## config.mk

```make
export PLATFORM = sky130hd
export DESIGN_NAME = sb_scoreboard
export DESIGN_NICKNAME = d
export VERILOG_FILES = /design/src/rtl/sb_pkg.sv /design/src/rtl/sb_prio_pick.sv /design/src/rtl/sb_reg_status.sv /design/src/rtl/sb_fu_entry.sv /design/src/rtl/sb_scoreboard.sv
export SDC_FILE = /design/constraint.sdc
export NUM_CORES = 1
export LEC_CHECK = 0
export BUFFER_PORTS_ARGS = -buffer_cell sky130_fd_sc_hd__buf_2
export CAP_MARGIN = 20
export CORE_UTILIZATION = 60
export DETAILED_ROUTE_END_ITERATION = 7
export PLACE_DENSITY = 0.88
export SETUP_SLACK_MARGIN = 0.15
export SYNTH_ARGS = -nofsm -noshare
export SYNTH_HDL_FRONTEND = slang
export SYNTH_HIERARCHICAL = 1
export SYNTH_SLANG_ARGS = --single-unit
export TNS_END_PERCENT = 1
```

## constraint.sdc

```tcl
create_clock -name clk_i -period 4.8 [get_ports clk_i]
set_input_delay 0.96 -clock clk_i [delete_from_list [all_inputs] [get_ports clk_i]]
set_output_delay 0.96 -clock clk_i [all_outputs]
set_load 0.01 [all_outputs]
```

## src/rtl/sb_pkg.sv

```systemverilog
package sb_pkg;
  localparam int unsigned NUM_FU = 5;
  localparam int unsigned FU_W   = $clog2(NUM_FU);

  typedef enum logic [1:0] {
    K_INT = 2'd0,
    K_MUL = 2'd1,
    K_ADD = 2'd2,
    K_DIV = 2'd3
  } fu_kind_e;

  typedef enum logic [1:0] {
    PH_IDLE,
    PH_READ,
    PH_EXEC,
    PH_WRITE
  } phase_e;

  localparam fu_kind_e UNIT_KIND [NUM_FU] = '{K_INT, K_MUL, K_MUL, K_ADD, K_DIV};
endpackage

```

## src/rtl/sb_prio_pick.sv

```systemverilog
module sb_prio_pick #(
  parameter int unsigned N  = 5,
  localparam int unsigned IW = (N > 1) ? $clog2(N) : 1
) (
  input  logic [N-1:0]  req_i,
  output logic [N-1:0]  gnt_o,
  output logic [IW-1:0] idx_o,
  output logic          any_o
);
  // lowest index wins: scan downward so the last hit is the lowest
  always_comb begin
    gnt_o = '0;
    idx_o = '0;
    for (int i = N - 1; i >= 0; i--) begin
      if (req_i[i]) begin
        gnt_o    = '0;
        gnt_o[i] = 1'b1;
        idx_o    = IW'(i);
      end
    end
  end

  assign any_o = |req_i;
endmodule

```

## src/rtl/sb_reg_status.sv

```systemverilog
module sb_reg_status #(
  parameter int unsigned NUM_REGS = 32,
  parameter int unsigned FU_W     = 3,
  localparam int unsigned REG_W   = $clog2(NUM_REGS)
) (
  input  logic                clk_i,
  input  logic                rst_ni,
  input  logic                set_i,
  input  logic [REG_W-1:0]    set_reg_i,
  input  logic [FU_W-1:0]     set_fu_i,
  input  logic                clr_i,
  input  logic [REG_W-1:0]    clr_reg_i,
  output logic [NUM_REGS-1:0] pend_o,
  output logic [FU_W-1:0]     prod_o [NUM_REGS]
);
  always_ff @(posedge clk_i or negedge rst_ni) begin
    if (!rst_ni) begin
      pend_o <= '0;
      for (int r = 0; r < NUM_REGS; r++) prod_o[r] <= '0;
    end else begin
      if (clr_i) pend_o[clr_reg_i] <= 1'b0;
      if (set_i) begin
        pend_o[set_reg_i] <= 1'b1;
        prod_o[set_reg_i] <= set_fu_i;
      end
    end
  end

  AST_NO_WAW_SET: assert property (@(posedge clk_i) disable iff (!rst_ni)
    set_i |-> !pend_o[set_reg_i]);
  AST_CLR_PENDING: assert property (@(posedge clk_i) disable iff (!rst_ni)
    clr_i |-> pend_o[clr_reg_i]);
endmodule

```

## src/rtl/sb_fu_entry.sv

```systemverilog
module sb_fu_entry
  import sb_pkg::*;
#(
  parameter int unsigned REG_W = 5,
  parameter int unsigned FU_W  = 3
) (
  input  logic             clk_i,
  input  logic             rst_ni,
  input  logic             iss_i,
  input  logic [REG_W-1:0] dst_i,
  input  logic [REG_W-1:0] src_j_i,
  input  logic [REG_W-1:0] src_k_i,
  input  logic             pend_j_i,
  input  logic             pend_k_i,
  input  logic [FU_W-1:0]  prod_j_i,
  input  logic [FU_W-1:0]  prod_k_i,
  input  logic             wr_any_i,
  input  logic [FU_W-1:0]  wr_idx_i,
  input  logic             done_i,
  input  logic             wr_gnt_i,
  output logic             busy_o,
  output logic             read_o,
  output logic             write_rdy_o,
  output logic [REG_W-1:0] fi_o,
  output logic [REG_W-1:0] fj_o,
  output logic [REG_W-1:0] fk_o,
  output logic             wait_j_o,
  output logic             wait_k_o
);
  phase_e          phase_q;
  logic [FU_W-1:0] qj_q, qk_q;
  logic            rj_q, rk_q;
  logic            rj_iss, rk_iss;

  // a producer writing in the issue cycle counts as already done
  assign rj_iss = !pend_j_i || (wr_any_i && prod_j_i == wr_idx_i);
  assign rk_iss = !pend_k_i || (wr_any_i && prod_k_i == wr_idx_i);

  always_ff @(posedge clk_i or negedge rst_ni) begin
    if (!rst_ni) begin
      phase_q <= PH_IDLE;
      fi_o    <= '0;
      fj_o    <= '0;
      fk_o    <= '0;
      qj_q    <= '0;
      qk_q    <= '0;
      rj_q    <= 1'b0;
      rk_q    <= 1'b0;
    end else if (iss_i) begin
      phase_q <= PH_READ;
      fi_o    <= dst_i;
      fj_o    <= src_j_i;
      fk_o    <= src_k_i;
      qj_q    <= prod_j_i;
      qk_q    <= prod_k_i;
      rj_q    <= rj_iss;
      rk_q    <= rk_iss;
    end else begin
      unique case (phase_q)
        PH_READ: begin
          if (read_o) begin
            phase_q <= PH_EXEC;
            rj_q    <= 1'b0;
            rk_q    <= 1'b0;
          end else begin
            if (!rj_q && wr_any_i && qj_q == wr_idx_i) rj_q <= 1'b1;
            if (!rk_q && wr_any_i && qk_q == wr_idx_i) rk_q <= 1'b1;
          end
        end
        PH_EXEC:  if (done_i) phase_q <= PH_WRITE;
        PH_WRITE: if (wr_gnt_i) phase_q <= PH_IDLE;
        default: ;
      endcase
    end
  end

  assign busy_o      = (phase_q != PH_IDLE);
  assign read_o      = (phase_q == PH_READ) && rj_q && rk_q;
  assign write_rdy_o = (phase_q == PH_WRITE);
  assign wait_j_o    = (phase_q == PH_READ) && rj_q;
  assign wait_k_o    = (phase_q == PH_READ) && rk_q;

  AST_ISSUE_TO_IDLE: assert property (@(posedge clk_i) disable iff (!rst_ni)
    iss_i |-> !busy_o);
  AST_READ_ONCE: assert property (@(posedge clk_i) disable iff (!rst_ni)
    read_o |=> !read_o);
  AST_WRITE_FREES: assert property (@(posedge clk_i) disable iff (!rst_ni)
    wr_gnt_i |=> !busy_o);
endmodule

```

## src/rtl/sb_scoreboard.sv

```systemverilog
module sb_scoreboard
  import sb_pkg::*;
#(
  parameter int unsigned NUM_REGS = 32,
  localparam int unsigned REG_W   = $clog2(NUM_REGS)
) (
  input  logic              clk_i,
  input  logic              rst_ni,
  input  logic              iss_valid_i,
  input  logic [1:0]        iss_kind_i,
  input  logic [REG_W-1:0]  iss_dst_i,
  input  logic [REG_W-1:0]  iss_src1_i,
  input  logic [REG_W-1:0]  iss_src2_i,
  output logic              iss_ready_o,
  output logic [NUM_FU-1:0] iss_gnt_o,
  output logic [NUM_FU-1:0] rd_gnt_o,
  input  logic [NUM_FU-1:0] exec_done_i,
  output logic [NUM_FU-1:0] wr_gnt_o
);
  logic [NUM_REGS-1:0] pend;
  logic [FU_W-1:0]     prod [NUM_REGS];

  logic [NUM_FU-1:0] busy, kind_match, iss_req;
  logic [NUM_FU-1:0] wr_rdy, war_blk, wr_req;
  logic [NUM_FU-1:0] wait_j, wait_k;
  logic [REG_W-1:0]  fi [NUM_FU];
  logic [REG_W-1:0]  fj [NUM_FU];
  logic [REG_W-1:0]  fk [NUM_FU];
  logic [FU_W-1:0]   iss_idx, wr_idx;
  logic              wr_any;

  always_comb begin
    for (int u = 0; u < NUM_FU; u++)
      kind_match[u] = (UNIT_KIND[u] == fu_kind_e'(iss_kind_i));
  end

  assign iss_req = kind_match & ~busy & {NUM_FU{iss_valid_i && !pend[iss_dst_i]}};

  sb_prio_pick #(.N(NUM_FU)) u_iss_pick (
    .req_i (iss_req),
    .gnt_o (iss_gnt_o),
    .idx_o (iss_idx),
    .any_o (iss_ready_o)
  );

  // WAR: hold a write while an unread, available operand names its destination
  always_comb begin
    for (int u = 0; u < NUM_FU; u++) begin
      war_blk[u] = 1'b0;
      for (int v = 0; v < NUM_FU; v++) begin
        if (v != u && ((wait_j[v] && fj[v] == fi[u]) || (wait_k[v] && fk[v] == fi[u])))
          war_blk[u] = 1'b1;
      end
    end
  end

  assign wr_req = wr_rdy & ~war_blk;

  sb_prio_pick #(.N(NUM_FU)) u_wr_pick (
    .req_i (wr_req),
    .gnt_o (wr_gnt_o),
    .idx_o (wr_idx),
    .any_o (wr_any)
  );

  sb_reg_status #(.NUM_REGS(NUM_REGS), .FU_W(FU_W)) u_reg_status (
    .clk_i     (clk_i),
    .rst_ni    (rst_ni),
    .set_i     (iss_ready_o),
    .set_reg_i (iss_dst_i),
    .set_fu_i  (iss_idx),
    .clr_i     (wr_any),
    .clr_reg_i (fi[wr_idx]),
    .pend_o    (pend),
    .prod_o    (prod)
  );

  for (genvar u = 0; u < NUM_FU; u++) begin : g_fu
    sb_fu_entry #(.REG_W(REG_W), .FU_W(FU_W)) u_entry (
      .clk_i       (clk_i),
      .rst_ni      (rst_ni),
      .iss_i       (iss_gnt_o[u]),
      .dst_i       (iss_dst_i),
      .src_j_i     (iss_src1_i),
      .src_k_i     (iss_src2_i),
      .pend_j_i    (pend[iss_src1_i]),
      .pend_k_i    (pend[iss_src2_i]),
      .prod_j_i    (prod[iss_src1_i]),
      .prod_k_i    (prod[iss_src2_i]),
      .wr_any_i    (wr_any),
      .wr_idx_i    (wr_idx),
      .done_i      (exec_done_i[u]),
      .wr_gnt_i    (wr_gnt_o[u]),
      .busy_o      (busy[u]),
      .read_o      (rd_gnt_o[u]),
      .write_rdy_o (wr_rdy[u]),
      .fi_o        (fi[u]),
      .fj_o        (fj[u]),
      .fk_o        (fk[u]),
      .wait_j_o    (wait_j[u]),
      .wait_k_o    (wait_k[u])
    );
  end

  AST_ISSUE_ONEHOT: assert property (@(posedge clk_i) disable iff (!rst_ni)
    $onehot0(iss_gnt_o));
  AST_WRITE_ONEHOT: assert property (@(posedge clk_i) disable iff (!rst_ni)
    $onehot0(wr_gnt_o));
endmodule

```

==> results of run 1 <==
-- worst register-to-register path, delay by kind of cell (launching register included) --
family / cells / cell delay (ns)
AOI/OAI and AO/OA: 5 / 1.01
buffers and inverters: 2 / 0.67
xor gates and xnor gates: 1 / 0.23
and+or+nand+nor: 7 / 1.82
DFF: 1 / 0.74
-- metal layers --
metal  GRT usage (%)  wire, µm  share of wire (%)
met1            44.5     16700                 36
met2            53.4     21100                 46
met3            9.37      5120                 11
met4            22.9      3350                7.2
met5               0         0                  0
-- power by group through the flow --
stage          Sequential [mW]  Combinational, mW  Clock, mW
2_1_floorplan             3.05               3.71          0
3_3_place_gp              3.75               4.03          0
3_5_place_dp              3.79               4.22          0
4_1_cts                   3.76               4.29       2.30
5_1_grt                   3.86               4.70       2.39
6_report                  3.83               4.41       2.28
-- kinds of logic after synthesis --
kind of cell / after synthesis
compound gates: 99
mux: 313
xor+xnor: 260
buf+inv: 124
flops: 253
simple gates: 274
-- how the worst max path moves through the flow --
stage	from	to	depth (start not counted)
6_report	g_fu[1].u_entry/fi_o[4]	wr_gnt_o[4]	10
3_3_place_gp	iss_dst_i[0]	u_reg_status/prod_o[31]	11
4_1_cts	g_fu[1].u_entry/fi_o[4]	wr_gnt_o[4]	10
2_1_floorplan	iss_dst_i[0]	g_fu[3].u_entry/qk_q[0]	9
5_1_grt	g_fu[1].u_entry/fi_o[1]	wr_gnt_o[4]	10
3_5_place_dp	iss_dst_i[0]	u_reg_status/prod_o[24]	12
-- flip-flops by register name, indices dropped and copies added (netlist names) --
signal / count
g_fu.u_entry/fk_o: 25
g_fu.u_entry/rk_q: 5
g_fu.u_entry/qj_q: 15
g_fu.u_entry/phase_q: 10
u_reg_status/prod_o: 96
g_fu.u_entry/qk_q: 15
g_fu.u_entry/rj_q: 5
g_fu.u_entry/fi_o: 25
u_reg_status/pend_o: 32
g_fu.u_entry/fj_o: 25
-- cells in the mapped netlist (18+ instances only) --
cell type,count
dfrtp_1,253
mux2_2,184
xor2_1,140
xnor2_1,120
mux4_2,86
clkbuf_1,60
o21ai_0,49
nand3_1,48
nand2_1,40
nor4_1,36
nand4_1,31
mux2_1,26
a21oi_1,21
nor2_1,21
buf_4,20
inv_1,18
-- per-stage QoR --
step,instances,util (%)
final,1672,66.8
after floorplan,1323,-
after global routing,1672,66.8
after CTS,1672,66.7
after detailed placement,1623,63.0
after global placement,1623,63.0
-- repair_timing --
action,CTS,global route
pin swaps,0,0
endpoints found under the setup margin,1,22
resized for setup,2,7
-- area by class of cell --
type	instances	area, µm²	share of cell area (%)
multi-input combinational	946	9140	52.5
sequential	253	6340	36.4
clock buffer	39	782	4.49
timing repair buffer	71	468	2.69
tap	335	419	2.41
clock inverter	10	190	1.09
inverter	18	67.6	0.388
==> metrics.txt, run 1 <==
result of the run=complete, no violations; achievable frequency=212 MHz; sequential power share=36.4%; starting utilization of the core area=61.3%; most frequent cells in the layout=247 x dfrtp_1, 184 x mux2_2, 140 x xor2_1; leading cell type in the layout, fill and taps excluded=dfrtp_1; required time reported for the critical path endpoint=3.84 ns; portion of netlist area occupied by mux cells=28.1%; initial antenna violation count=0; number of buffers added to fix hold violations after cts=0; DRC violation count after routing=0; synthesized cell area=16000 µm²; Pint=6.11 mW; worst reg2reg endpoint=u_reg_status/pend_o[11]; ports placed on the boundary=41; post-placement setup slack=0.0421 ns; Main synth FF type=dfrtp_1; worst hold path type=in -> async; final worst clock skew=0.0360 ns; Arr. time, crit path=3.76 ns; part of the Yosys area used for sequential elements=39.6%; area share of the largest cell type after synthesis=39.6%; cell family contributing the most delay on the critical path=simple AND/OR/NAND/NOR gates; Avg Synthesized Cell Area=12.1 µm²; final setup margin=0.0799 ns; dominant cells by area after synthesis=dfrtp_1 40%, mux2_2 13%, mux4_2 12%; number of max-cap violations=0; total setup buffers inserted after CTS=0; number of failing hold endpoints at the final stage=0; fin crit period=4.72 ns; starting DRC count in detailed routing=1556; number of optimization iterations in the first detailed-route pass=7; CP max stage delay=0.82 ns; Antenna Nets Post-Route=0; clock group share of total power=21.6%; post-synthesis xor/xnor area fraction=14.3%; start of the worst register-to-register path=g_fu[3].u_entry/fi_o[3]; Max transition margin=31.4%; Die Ht=165 µm; clock latency on the worst-skew pair=0.57 ns; Bufs on Longest Clock Path=3; routed wire length=46.3 mm; clock buffer count from CTS=28; count of distinct cell types in the synthesized netlist=49; Critical Path Fanout Max=23; maximum VDD drop=0.430 mV; number of buffer and inverter instances along the worst setup path=3; Design Power=10.5 mW; fraction of final layout cells sized beyond drive strength 1=32.8%; DR WL/cell=27.7 µm; CTS tree=built; final number of setup-violating endpoints=0; asr flop ratio synth=100%; clock sinks=253; Sw Pwr=4.41 mW; instance count of the mapped netlist=1323; WHS=0.455 ns; most numerous cell on the critical path=buf_4; synthesized net count=1348; die outline area=27300 µm²; measured slew at the worst slew-check pin=1.03 ns; number of storage elements in the synthesis netlist=253; Vias per Instance=7.17; type of element launching the critical path=flip-flop; area added between synthesis and finish=8.93%; number of rows in the core area=59; final period utilization=98.3%; post-synthesis adder-cell area fraction=0%; largest family of logic cells by synthesized area=multiplexers; design area=17400 µm²; global route overflow=0; setup repair after global routing missed its margin=true; cell type of the slowest stage on the worst timing path=dfrtp_1; placed inst area=16400 µm²; vias in the first global route=12300; total number of nets in the final design=1343; total negative setup slack=0 ns; number of enable flip-flop cells after synthesis=0; kind of end point of the critical path=primary output; number of pins with negative max-slew slack in the final report=0; number of warnings printed during yosys synthesis=6; routed via count=12000; total power divided by cell area=605 nW/µm²; first-pass GRT wire length=71.6 mm; Reg clk slew, reported paths=0.06 ns; die outline width=165 µm; DP Wirelength=29.6 mm; critical path start-end classification=reg -> out; number of I/O port buffers=40; maximum level of the CTS H-tree=1; largest net degree at the start of global routing=128; number of filler cells placed in the layout=1749; cell type with the highest aggregate area in the netlist=dfrtp_1; core outline area=26100 µm²; simple logic cell fraction of the synthesized area=10.8%; combinational share of power=41.9%; Root Driver=clkbuf_16; Worst R2R Setup Slack=0.19 ns; cell count of the worst reg-to-reg path=15; fraction of the mapped netlist area in compound gates=3.70%; Switching Fraction=41.9%; final weighted congestion of routability-driven global placement=0.966; number of antenna repair diodes=0; Pleak=7.68 nW; GRT Resource Usage Total=35.2%; CP cell instances=xor2_1 > nor4_1 > nand3_1 > nand4_1 > nor3_1 > buf_4 > nor4_2 > and2_2 > buf_4 > buf_2
No activity file was read; power rests on OpenSTA's default activity.
==> inputs of run 2 (changes only) <==
--- a/config.mk
+++ b/config.mk
@@ -9,7 +9,7 @@
 export CAP_MARGIN = 20
 export CORE_UTILIZATION = 60
 export DETAILED_ROUTE_END_ITERATION = 7
-export PLACE_DENSITY = 0.88
+export PLACE_DENSITY = 0.82
 export SETUP_SLACK_MARGIN = 0.15
 export SYNTH_ARGS = -nofsm -noshare
 export SYNTH_HDL_FRONTEND = slang
==> run 2 against run 1 <==
Die area unchanged. First-iteration DRC count down 21%. Hold slack worse by 0.020 ns. Non-clock buffer count up 3. Critical path depth down 1. Cell count up 0.36%. Worst setup slack better by 0.25 ns. Design area up 0.66%. Clock-buffer cell count up 2. Combinational power down 1%. Power up 0.39%. Sequential power about the same.
==> metrics.txt, run 2 (synthesis results as in run 1) <==
result of the run=complete, no violations (unchanged); number of max-cap violations=0 (unchanged); achievable frequency=224 MHz (was 212 MHz); total negative setup slack=0 ns (unchanged); Critical Path Fanout Max=23 (unchanged); filler-free cell count of the finished design=1678 (was 1672); DR WL/cell=26.8 µm (was 27.7 µm); fin crit period=4.47 ns (was 4.72 ns); largest net degree at the start of global routing=108 (was 128); fraction of met3 tracks used by global routing=5.77% (was 9.37%); leading cell type in the layout, fill and taps excluded=dfrtp_1 (unchanged); worst hold path type=in -> async (unchanged); required time reported for the critical path endpoint=3.84 ns (about the same); clock buffer count from CTS=28 (unchanged); global route overflow=0 (unchanged); final period utilization=93.1% (was 98.3%); number of filler cells placed in the layout=1835 (was 1749); type of element launching the critical path=flip-flop (unchanged); area added between synthesis and finish=9.65% (was 8.93%); total power divided by cell area=603 nW/µm² (was 605 nW/µm²); number of I/O port buffers=40 (unchanged); clock latency on the worst-skew pair=0.56 ns (was 0.57 ns); starting DRC count in detailed routing=1229 (was 1556); critical path start-end classification=reg -> out (unchanged); Die Ht=165 µm (unchanged); Vias per Instance=6.90 (was 7.17); vias in the first global route=11800 (was 12300); core outline area=26100 µm² (unchanged); number of placed instances, taps included=1626 (was 1623); DP Wirelength=29.1 mm (was 29.6 mm); Largest register FFs=96 (unchanged); kind of end point of the critical path=primary output (unchanged); Largest regs=u_reg_status/prod_o (96), u_reg_status/pend_o (32) (unchanged); final setup margin=0.332 ns (was 0.0799 ns); setup repair after global routing missed its margin=true (unchanged); Bufs on Longest Clock Path=3 (unchanged); first-pass GRT wire length=68.9 mm (was 71.6 mm); Antenna Nets Post-Route=0 (unchanged); DRC violation count after routing=0 (unchanged); number of optimization iterations in the first detailed-route pass=6 (was 7); ports placed on the boundary=41 (unchanged); starting utilization of the core area=61.3% (unchanged); Reg clk slew, reported paths=0.06 ns (about the same); number of rows in the core area=59 (unchanged); Pleak=7.71 nW (was 7.68 nW); die outline area=27300 µm² (unchanged); routed via count=11600 (was 12000); Arr. time, crit path=3.51 ns (was 3.76 ns); measured slew at the worst slew-check pin=0.945 ns (was 1.03 ns); post-placement setup slack=0.0512 ns (was 0.0421 ns); final worst clock skew=0.0190 ns (was 0.0360 ns); fraction of final layout cells sized beyond drive strength 1=34.1% (was 32.8%); global-route met1 utilization=44.4% (was 44.5%); total number of nets in the final design=1346 (was 1343); GRT Resource Usage Total=33.9% (was 35.2%); Max transition margin=37.0% (was 31.4%); number of failing hold endpoints at the final stage=0 (unchanged); Root Driver=clkbuf_16 (unchanged); Largest Register=u_reg_status/prod_o (unchanged); gr busiest metal=met2 (unchanged); maximum VDD drop=0.547 mV (was 0.430 mV); routed wire length=45.0 mm (was 46.3 mm); die outline width=165 µm (unchanged); final number of setup-violating endpoints=0 (unchanged); routing usage on met2=52.5% (was 53.4%); number of pins with negative max-slew slack in the final report=0 (unchanged); final weighted congestion of routability-driven global placement=0.994 (was 0.966); most frequent cells in the layout=237 x dfrtp_1, 184 x mux2_2, 140 x xor2_1 (was 247 x dfrtp_1, 184 x mux2_2, 140 x xor2_1); CTS tree=built (unchanged); initial antenna violation count=2 (was 0); maximum level of the CTS H-tree=1 (unchanged); clock sinks=253 (unchanged)
run 2: metrics by stage:
step	hold slack (ns)	util [%]	instance area, µm²	total power, mW
floorplan	0.456	-	16000	6.76
global placement	0.501	63.1	16400	7.84
finish	0.435	67.2	17500	10.6
global route	0.529	67.2	17500	11.0
CTS	0.498	67.1	17500	10.4
detailed placement	0.511	63.1	16400	8.01
run 2: path summary, 6_finish.rpt:
kind,start,to,slack (ns),depth (start not counted)
max,g_fu[2].u_entry/fi_o[0],wr_gnt_o[4],0.33,9
min,rst_ni,g_fu[3].u_entry/fk_o[3],0.44,1
max reg2reg,g_fu[2].u_entry/fi_o[1],u_reg_status/pend_o[9],0.43,13
min reg2reg,u_reg_status/prod_o[87],u_reg_status/prod_o[87],0.52,1
max in group asynchronous,rst_ni,u_reg_status/prod_o[46],3.34,2
min in group clk_i,u_reg_status/prod_o[87],u_reg_status/prod_o[87],0.52,1
run 2: where the power goes:
group | total [mW] | switching, mW | leakage [nW] | internal (mW)
registers | 3.83 | 1.22 | 3.28 | 2.61
logic | 4.36 | 2.24 | 3.93 | 2.13
clock network | 2.37 | 0.890 | 0.500 | 1.48
total | 10.6 | 4.35 | 7.71 | 6.21
run 2: repair_timing:
action / CTS / global route
endpoints found under the setup margin: 0 / 4
setup buffers: 0 / 0
hold buffers: 0 / 0
gates resized for setup: 0 / 20
run 2: cell type report:
type	instances	area, µm²	area share (%)
Tap cell	335	419	2.39
Multi-Input combinational cell	946	9140	52.2
Antenna cell	1	2.50	0.0143
Sequential cell	253	6350	36.3
Clock inverter	10	191	1.09
Inverter	18	67.6	0.386
Clock buffer	41	840	4.79
Timing Repair Buffer	74	503	2.87
run 2: metal layers:
layer  vias to the layer above  wire [µm]
met3                       199       3920
met1                      5853      17400
met4                         0       2900
li1                       4830          -
met5                         -          0
met2                       689      20800
run 2: worst max-delay path, stage by stage (launching register included):
cell and delay, ns:
dfrtp_1 0.77, xor2_1 0.16, nor4_1 0.33, nand3_1 0.14, nand4_1 0.17, nor3_1 0.14
nor4_2 0.27, and2_2 0.33, buf_4 0.42, buf_2 0.21
